## src/rtl/dmac_pkg.sv

```systemverilog
package dmac_pkg;
  // control word bit positions
  localparam int CB_EN        = 0;
  localparam int CB_FIN       = 1;
  localparam int CB_FIN_IE    = 2;
  localparam int CB_BURST     = 3;
  localparam int CB_ERR       = 4;
  localparam int CB_ERR_IE    = 5;
  localparam int CB_SRC_SYS   = 6;
  localparam int CB_DST_SYS   = 7;
  localparam int CF_SRC_STEP  = 8;
  localparam int CF_DST_STEP  = 12;
  localparam int CF_DST_LINE  = 16;
  localparam int CF_UNIT      = 20;
  localparam int CF_SRC_LINE  = 24;

  typedef enum logic [1:0] {RG_SRC = 2'd0, RG_DST = 2'd1, RG_CNT = 2'd2, RG_CTRL = 2'd3} reg_idx_t;
  typedef enum logic [1:0] {SQ_IDLE = 2'd0, SQ_READ = 2'd1, SQ_WRITE = 2'd2} seq_state_t;

  typedef struct packed {
    logic unit_done;
    logic cycle_done;
    logic fin_set;
    logic err_set;
  } seq_evt_t;

  // signed per-unit address change for a step code
  function automatic logic signed [3:0] step_delta(input logic [2:0] code);
    case (code)
      3'b001:  return 4'sd1;
      3'b010:  return 4'sd2;
      3'b011:  return 4'sd4;
      3'b101:  return -4'sd1;
      3'b110:  return -4'sd2;
      3'b111:  return -4'sd4;
      default: return 4'sd0;
    endcase
  endfunction
endpackage

```

## src/rtl/dmac_hs.sv

```systemverilog
module dmac_hs import dmac_pkg::*; #(
  parameter int LINES = 16,
  parameter int NW    = $clog2(LINES)
) (
  input  logic             clk,
  input  logic             rst_n,
  input  logic [LINES-1:0] hs_req,
  input  logic [NW-1:0]    src_no,
  input  logic [NW-1:0]    dst_no,
  input  logic             start,
  output logic             ready,
  output logic [LINES-1:0] grant
);
  logic [LINES-1:1] grant_q;

  assign ready = ((src_no == '0) || hs_req[src_no]) &&
                 ((dst_no == '0) || hs_req[dst_no]);

  for (genvar g = 1; g < LINES; g++) begin : g_line
    always_ff @(posedge clk) begin
      if (!rst_n) grant_q[g] <= 1'b0;
      else        grant_q[g] <= start && ((src_no == NW'(g)) || (dst_no == NW'(g)));
    end
  end

  assign grant = {grant_q, 1'b0};

  // a grant never lasts more than one clock
  p_grant_one_clock_r11: assert property (@(posedge clk) disable iff (!rst_n)
    (|grant) |=> (grant == '0));
endmodule

```

## src/rtl/dmac_regs.sv

```systemverilog
module dmac_regs import dmac_pkg::*; #(
  parameter int AW = 32,
  parameter int CW = 24
) (
  input  logic          clk,
  input  logic          rst_n,
  input  logic          reg_we,
  input  logic [1:0]    reg_sel,
  input  logic [31:0]   reg_wdata,
  output logic [31:0]   reg_rdata,
  input  seq_evt_t      evt,
  output logic [AW-1:0] src_addr,
  output logic [AW-1:0] dst_addr,
  output logic [CW-1:0] cnt,
  output logic [31:0]   ctrl
);
  logic [AW-1:0] src_q, dst_q;
  logic [CW-1:0] cnt_q;
  logic [31:0]   ctrl_q, ctrl_wr;
  logic          cnt_wr;

  function automatic logic [AW-1:0] sext(input logic signed [3:0] d);
    return {{(AW-4){d[3]}}, d};
  endfunction

  // status flags: writing 0 clears, writing 1 keeps
  always_comb begin
    ctrl_wr         = reg_wdata;
    ctrl_wr[CB_FIN] = ctrl_q[CB_FIN] & reg_wdata[CB_FIN];
    ctrl_wr[CB_ERR] = ctrl_q[CB_ERR] & reg_wdata[CB_ERR];
  end

  assign cnt_wr = reg_we && (reg_sel == RG_CNT);

  always_ff @(posedge clk) begin
    if (!rst_n) begin
      src_q  <= '0;
      dst_q  <= '0;
      cnt_q  <= '0;
      ctrl_q <= '0;
    end else begin
      if (evt.unit_done) begin
        src_q <= src_q + sext(step_delta(ctrl_q[CF_SRC_STEP +: 3]));
        dst_q <= dst_q + sext(step_delta(ctrl_q[CF_DST_STEP +: 3]));
      end
      if (evt.cycle_done) cnt_q <= cnt_q - CW'(1);
      if (reg_we) begin
        case (reg_sel)
          RG_SRC:  src_q  <= reg_wdata[AW-1:0];
          RG_DST:  dst_q  <= reg_wdata[AW-1:0];
          RG_CNT:  cnt_q  <= reg_wdata[CW-1:0];
          default: ctrl_q <= ctrl_wr;
        endcase
      end
      // engine events win over a same-cycle software write
      if (evt.fin_set) begin
        ctrl_q[CB_FIN] <= 1'b1;
        ctrl_q[CB_EN]  <= 1'b0;
      end
      if (evt.err_set) begin
        ctrl_q[CB_ERR] <= 1'b1;
        ctrl_q[CB_EN]  <= 1'b0;
      end
    end
  end

  always_comb begin
    case (reg_sel)
      RG_SRC:  reg_rdata = 32'(src_q);
      RG_DST:  reg_rdata = 32'(dst_q);
      RG_CNT:  reg_rdata = 32'(cnt_q);
      default: reg_rdata = ctrl_q;
    endcase
  end

  assign src_addr = src_q;
  assign dst_addr = dst_q;
  assign cnt      = cnt_q;
  assign ctrl     = ctrl_q;

  p_cnt_dec_r5: assert property (@(posedge clk) disable iff (!rst_n)
    (evt.cycle_done && !cnt_wr) |=> (cnt_q == $past(cnt_q) - CW'(1)));
  p_fin_drops_en_r4: assert property (@(posedge clk) disable iff (!rst_n)
    evt.fin_set |=> (ctrl_q[CB_FIN] && !ctrl_q[CB_EN]));
  p_err_keeps_cnt_r8: assert property (@(posedge clk) disable iff (!rst_n)
    (evt.err_set && !cnt_wr) |=> ($stable(cnt_q) && ctrl_q[CB_ERR] && !ctrl_q[CB_EN]));
endmodule

```

## src/rtl/dmac_seq.sv

```systemverilog
module dmac_seq import dmac_pkg::*; #(
  parameter int DW    = 32,
  parameter int UNITS = 4,
  parameter int UW    = $clog2(UNITS)
) (
  input  logic          clk,
  input  logic          rst_n,
  input  logic          en,
  input  logic          cnt_zero,
  input  logic          cnt_last,
  input  logic          burst,
  input  logic          hs_ready,
  input  logic          m_ack,
  input  logic          m_err,
  input  logic [DW-1:0] m_rdata,
  output seq_evt_t      evt,
  output logic          cycle_start,
  output logic          rd_phase,
  output logic          m_req,
  output logic          m_we,
  output logic [DW-1:0] m_wdata
);
  seq_state_t    state_q;
  logic [UW-1:0] unit_q;
  logic [DW-1:0] data_q;
  logic          last_unit, idle_en;

  assign idle_en     = en && (state_q == SQ_IDLE);
  assign m_req       = en && (state_q != SQ_IDLE);
  assign m_we        = (state_q == SQ_WRITE);
  assign rd_phase    = (state_q == SQ_READ);
  assign m_wdata     = data_q;
  assign last_unit   = !burst || (unit_q == UW'(UNITS - 1));
  assign cycle_start = idle_en && !cnt_zero && hs_ready;

  always_comb begin
    evt.err_set    = m_req && m_err;
    evt.unit_done  = m_req && m_we && m_ack && !m_err;
    evt.cycle_done = evt.unit_done && last_unit;
    evt.fin_set    = (idle_en && cnt_zero) || (evt.cycle_done && cnt_last);
  end

  always_ff @(posedge clk) begin
    if (!rst_n) begin
      state_q <= SQ_IDLE;
      unit_q  <= '0;
      data_q  <= '0;
    end else begin
      case (state_q)
        SQ_IDLE: if (cycle_start) begin
          state_q <= SQ_READ;
          unit_q  <= '0;
        end
        SQ_READ: begin
          if (!en || m_err) state_q <= SQ_IDLE;
          else if (m_ack) begin
            data_q  <= m_rdata;
            state_q <= SQ_WRITE;
          end
        end
        default: begin
          if (!en || m_err) state_q <= SQ_IDLE;
          else if (m_ack) begin
            unit_q  <= unit_q + UW'(1);
            state_q <= last_unit ? SQ_IDLE : SQ_READ;
          end
        end
      endcase
    end
  end

  // the unit read is the unit written next
  p_write_carries_read_r3: assert property (@(posedge clk) disable iff (!rst_n)
    (rd_phase && m_req && m_ack && !m_err) |=> (m_we && (m_wdata == $past(m_rdata))));
  p_stop_after_err_r8: assert property (@(posedge clk) disable iff (!rst_n)
    evt.err_set |=> !m_req);
endmodule

```

## src/rtl/dma_xfer_engine.sv

```systemverilog
module dma_xfer_engine import dmac_pkg::*; #(
  parameter int AW    = 32,
  parameter int DW    = 32,
  parameter int CW    = 24,
  parameter int LINES = 16,
  parameter int UNITS = 4
) (
  input  logic             clk,
  input  logic             rst_n,
  input  logic             reg_we,
  input  logic [1:0]       reg_sel,
  input  logic [31:0]      reg_wdata,
  output logic [31:0]      reg_rdata,
  output logic             m_req,
  output logic             m_we,
  output logic             m_sys,
  output logic [1:0]       m_size,
  output logic [AW-1:0]    m_addr,
  output logic [DW-1:0]    m_wdata,
  input  logic [DW-1:0]    m_rdata,
  input  logic             m_ack,
  input  logic             m_err,
  input  logic [LINES-1:0] hs_req,
  output logic [LINES-1:0] hs_grant,
  output logic             irq
);
  localparam int NW = $clog2(LINES);

  seq_evt_t      evt;
  logic [AW-1:0] src_addr, dst_addr;
  logic [CW-1:0] cnt;
  logic [31:0]   ctrl;
  logic          hs_ready, cycle_start, rd_phase;

  dmac_regs #(.AW(AW), .CW(CW)) u_regs (
    .clk(clk), .rst_n(rst_n), .reg_we(reg_we), .reg_sel(reg_sel),
    .reg_wdata(reg_wdata), .reg_rdata(reg_rdata), .evt(evt),
    .src_addr(src_addr), .dst_addr(dst_addr), .cnt(cnt), .ctrl(ctrl)
  );

  dmac_hs #(.LINES(LINES), .NW(NW)) u_hs (
    .clk(clk), .rst_n(rst_n), .hs_req(hs_req),
    .src_no(ctrl[CF_SRC_LINE +: NW]), .dst_no(ctrl[CF_DST_LINE +: NW]),
    .start(cycle_start), .ready(hs_ready), .grant(hs_grant)
  );

  dmac_seq #(.DW(DW), .UNITS(UNITS)) u_seq (
    .clk(clk), .rst_n(rst_n), .en(ctrl[CB_EN]),
    .cnt_zero(cnt == '0), .cnt_last(cnt == CW'(1)), .burst(ctrl[CB_BURST]),
    .hs_ready(hs_ready), .m_ack(m_ack), .m_err(m_err), .m_rdata(m_rdata),
    .evt(evt), .cycle_start(cycle_start), .rd_phase(rd_phase),
    .m_req(m_req), .m_we(m_we), .m_wdata(m_wdata)
  );

  assign m_addr = rd_phase ? src_addr : dst_addr;
  assign m_sys  = rd_phase ? ctrl[CB_SRC_SYS] : ctrl[CB_DST_SYS];
  assign m_size = ctrl[CF_UNIT +: 2];
  assign irq    = (ctrl[CB_FIN] && ctrl[CB_FIN_IE]) || (ctrl[CB_ERR] && ctrl[CB_ERR_IE]);

  p_addr_hold_r3: assert property (@(posedge clk) disable iff (!rst_n)
    (m_req && !m_ack && !m_err && !reg_we) |=> $stable(m_addr));
endmodule

```

## config.mk

```make
export PLATFORM = sky130hd
export DESIGN_NAME = dma_xfer_engine
export DESIGN_NICKNAME = d
export VERILOG_FILES = /design/src/rtl/dmac_pkg.sv /design/src/rtl/dmac_hs.sv /design/src/rtl/dmac_regs.sv /design/src/rtl/dmac_seq.sv /design/src/rtl/dma_xfer_engine.sv
export SDC_FILE = /design/constraint.sdc
export NUM_CORES = 1
export LEC_CHECK = 0
export ABC_AREA = 1
export ABC_CLOCK_PERIOD_IN_PS = 3100
export BUFFER_PORTS_ARGS = -buffer_cell sky130_fd_sc_hd__buf_2
export CORE_AREA = 2 2 213 215
export CTS_CLUSTER_DIAMETER = 30
export CTS_CLUSTER_SIZE = 8
export DETAILED_ROUTE_END_ITERATION = 6
export DIE_AREA = 0 0 215 217
export PLACE_DENSITY = 0.58
export SKIP_LAST_GASP = 1
export SYNTH_ARGS = -nofsm -noshare
export SYNTH_HDL_FRONTEND = slang
export SYNTH_SLANG_ARGS = --single-unit
export TNS_END_PERCENT = 20
```

## constraint.sdc

```tcl
create_clock -name clk -period 3.1 [get_ports clk]
set_input_delay 0.62 -clock clk [delete_from_list [all_inputs] [get_ports clk]]
set_output_delay 0.62 -clock clk [all_outputs]
set_load 0.02 [all_outputs]
```

==> flow_metrics.env <==
export IMPL_fp_dieW_um=215
export IMPL_path_class="register to register"
export IMPL_drv_cap=0
export IMPL_syn_inst=2236
export IMPL_row_count=78
export IMPL_synth_most_common_cell="nand2_1"
export IMPL_port_buffers=202
export IMPL_fin_skew_ns=0.01106
export IMPL_clkTransAtPathRegs_ns=0.07
export IMPL_place_gp_congestion=0.9495
export IMPL_dp_hpwl_um=42820
export IMPL_area_delta_synth_final_pct=17.76
export IMPL_htreeDepth=4
export IMPL_ys_types=40
export IMPL_initial_core_util=0.2937
export IMPL_intPower_uw=3858
export IMPL_seq_power_share=0.416
export IMPL_antenna_cells=0
export IMPL_required_ns=3.43
export IMPL_numCtsBuffers=17
export IMPL_ys_warn_count=0
export IMPL_setup_viol=0
export IMPL_cpMaxStageDelayCell="ha_1"
export IMPL_ctsResizeCount=0
export IMPL_core_area_mm2=0.04470
export IMPL_grt_use_total=0.2258
export IMPL_drtIter0Drc=906
export IMPL_crit_top_cell="nand2_1"
export IMPL_p_per_area_mw_per_mm2=371.7
export IMPL_fmax_mhz=369.5
export IMPL_final_nets=2562
export IMPL_post_cts_buffers=0
export IMPL_wl_per_cell_um=17.88
export IMPL_synth_top_area_frac=0.2608
export IMPL_clock_sinks=171
export IMPL_die_h_um=217
export IMPL_fin_crit_sh=0.8729
export IMPL_ys_top_cells_by_count="nand2_1 (652), inv_1 (293), nor2_1 (271)"
export IMPL_clkLatencyLatePin_ns=0.45
export IMPL_worst_pin_slew_ns=0.8547
export IMPL_swShare=0.3286
export IMPL_vias=15090
export IMPL_slew_headroom=0.4302
export IMPL_avgViaCountPerCell=4.997
export IMPL_synth_largest_area_cell="dfxtp_1"
export IMPL_syn_num_nets=2390
export IMPL_path_cells="o21ai_0 -> buf_4 -> inv_1 -> buf_4 -> ha_1 -> nand2_1 -> inv_1 -> a21oi_1 -> nand2_1 -> nand2_1 -> nand2_1 -> or2_2 -> nand3_1 -> a21oi_1"
export IMPL_outcome="completed"
export IMPL_firstDrtPassIters=5
export IMPL_io_pins=205
export IMPL_dieArea_mm2=0.04666
export IMPL_worstPathArrival_ns=3.04
export IMPL_synth_ff_type="dfxtp_1"
export IMPL_report_final_slew_viol_count=0
export IMPL_hold_class="input pin to register"
export IMPL_synth_async_sr_flop_share=0
export IMPL_pwr_share_clk=0.383
export IMPL_routed_wl_um=53970
export IMPL_crit_buf_inv=4
export IMPL_grt_pass1_wl_um=81430
export IMPL_cts_tree="done"
export IMPL_antenna_found_initial=0
export IMPL_grt_pass1_vias=14120
export IMPL_crit_fanout=28
export IMPL_combPwrFrac=0.201
export IMPL_fillers=5068
export IMPL_endpoint_kind="register"
export IMPL_syn_area_mm2=0.01313
export IMPL_cts_hold_buf=0
export IMPL_ir_worst_vdd_uv=402.4
export IMPL_rrSetupSlack_ns=0.39
export IMPL_worstSetupStartpointType="register"
export IMPL_yosysSeqAreaShare=0.2608
export IMPL_grt_max_degree=72
export IMPL_drive_gt1_frac=0.1207
export IMPL_grt_ovfl_total=0
export IMPL_crit_path_max_incr_delay_ns=0.38
export IMPL_avgSynthCellArea_um2=5.871
export IMPL_cts_root_buf="clkbuf_16"
export IMPL_synth_enable_flop_cells=0
export IMPL_cts_max_path_buffers=2
export IMPL_final_antenna_net_count=0
export IMPL_setup_tns_ns=0
export IMPL_synth_area_leaders="dfxtp_1 (26%), nand2_1 (19%), inv_1 (8.4%)"
export IMPL_hold_viol_final=0
export IMPL_leakage_uw=0.007986
export IMPL_p_sw_uw=1888
export IMPL_ys_seq_elements=171
export IMPL_drc=0
export IMPL_cp_top_family="simple AND/OR/NAND/NOR gates"
export IMPL_rsz0062_at_grt="no"
export IMPL_hold_slack_ns=0.4173
export IMPL_period_needed_ns=2.706
[routing by layer]
metal	track usage	wire length [µm]
met1	0.2900	23740
met2	0.3750	24740
met3	0.02781	2928
met4	0.1120	2558
met5	0	0
[through the flow]
step                      setup slack, ns  utilization  total power [µW]  instance area [µm²]  cells
after global routing               0.1720       0.3458              5999                15460   3019
after floorplan                    0.7201            -              3109                13130   2236
after CTS                          0.3736       0.3458              5782                15460   3019
after global placement             0.4082       0.3328              3569                14880   2989
final                              0.3939       0.3458              5746                15460   3019
after detailed placement           0.4077       0.3328              3579                14880   2989
[worst paths after layout]
| path | startpoint | end | depth (start not counted) |
|---|---|---|---|
| hold reg to reg | u_regs.ctrl[22] | u_regs.ctrl[22] | 2 |
| hold / removal | m_rdata[4] | u_seq.m_wdata[4] | 3 |
| setup / recovery | u_regs.ctrl[13] | u_regs.dst_addr[14] | 14 |
| setup reg to reg | u_regs.ctrl[13] | u_regs.dst_addr[14] | 14 |
[sequential cells by signal (all words and copies together), names as in the netlist]
name,cells
u_regs.ctrl,32
u_regs.dst_addr,32
u_regs.src_addr,32
u_seq.m_wdata,32
u_regs.cnt,24
u_hs.grant,15
u_seq.state_q,2
u_seq.unit_q,2
[worst min-delay path, cell delays in order]
cell	delay, ns
buf_2	0.07
o21ai_0	0.07
nor2_1	0.07
[power by group through the flow]
stage / Clock [µW] / Sequential, µW / Combinational, µW
detailed placement: 0 / 2440 / 1140
floorplan: 0 / 2390 / 719
CTS: 2250 / 2390 / 1150
finish: 2200 / 2390 / 1160
global route: 2330 / 2400 / 1270
global placement: 0 / 2430 / 1130
[layout by cell type, fill, tap and decap left out, drive strengths merged, types with 4 or more instances in the layout]
cell type  netlist  routed
nand3          146     146
a221oi          16      16
nor3            13      13
clkinv           2       7
xor2            22      22
nand2          652     652
clkbuf          58      19
nor2           276     276
nor4             6       6
o221ai           6       6
or2             12      12
nand4            8       8
o2111ai         11      11
o21bai           9       9
o21ai          170     170
buf             23     234
a22oi           13      13
and2             4       4
inv            297     300
dfxtp          171     171
a21oi          204     204
a211oi           6       6
ha              65      65
o211ai          16      16
nand3b          12      12
xnor2            8       8
[cell type report]
cell class	count	area, µm²	area share
tap	600	750.7	0.04856
clock inverter	11	138.9	0.008984
inverter	299	1122	0.07260
clock buffer	19	442.9	0.02865
timing repair buffer	234	1316	0.08515
multi-input combinational	1685	8264	0.5346
sequential	171	3423	0.2214
[logic make-up after synthesis]
logic type / share of synthesized area
and+or+nand+nor: 0.3507
AOI/OAI and AO/OA: 0.1922
buffers and inverters: 0.1110
DFF: 0.2608
adders and majority gates: 0.06500
xor gates and xnor gates: 0.02002
other: 0.0002857
Note: power is estimated with default switching activity, not from simulation.
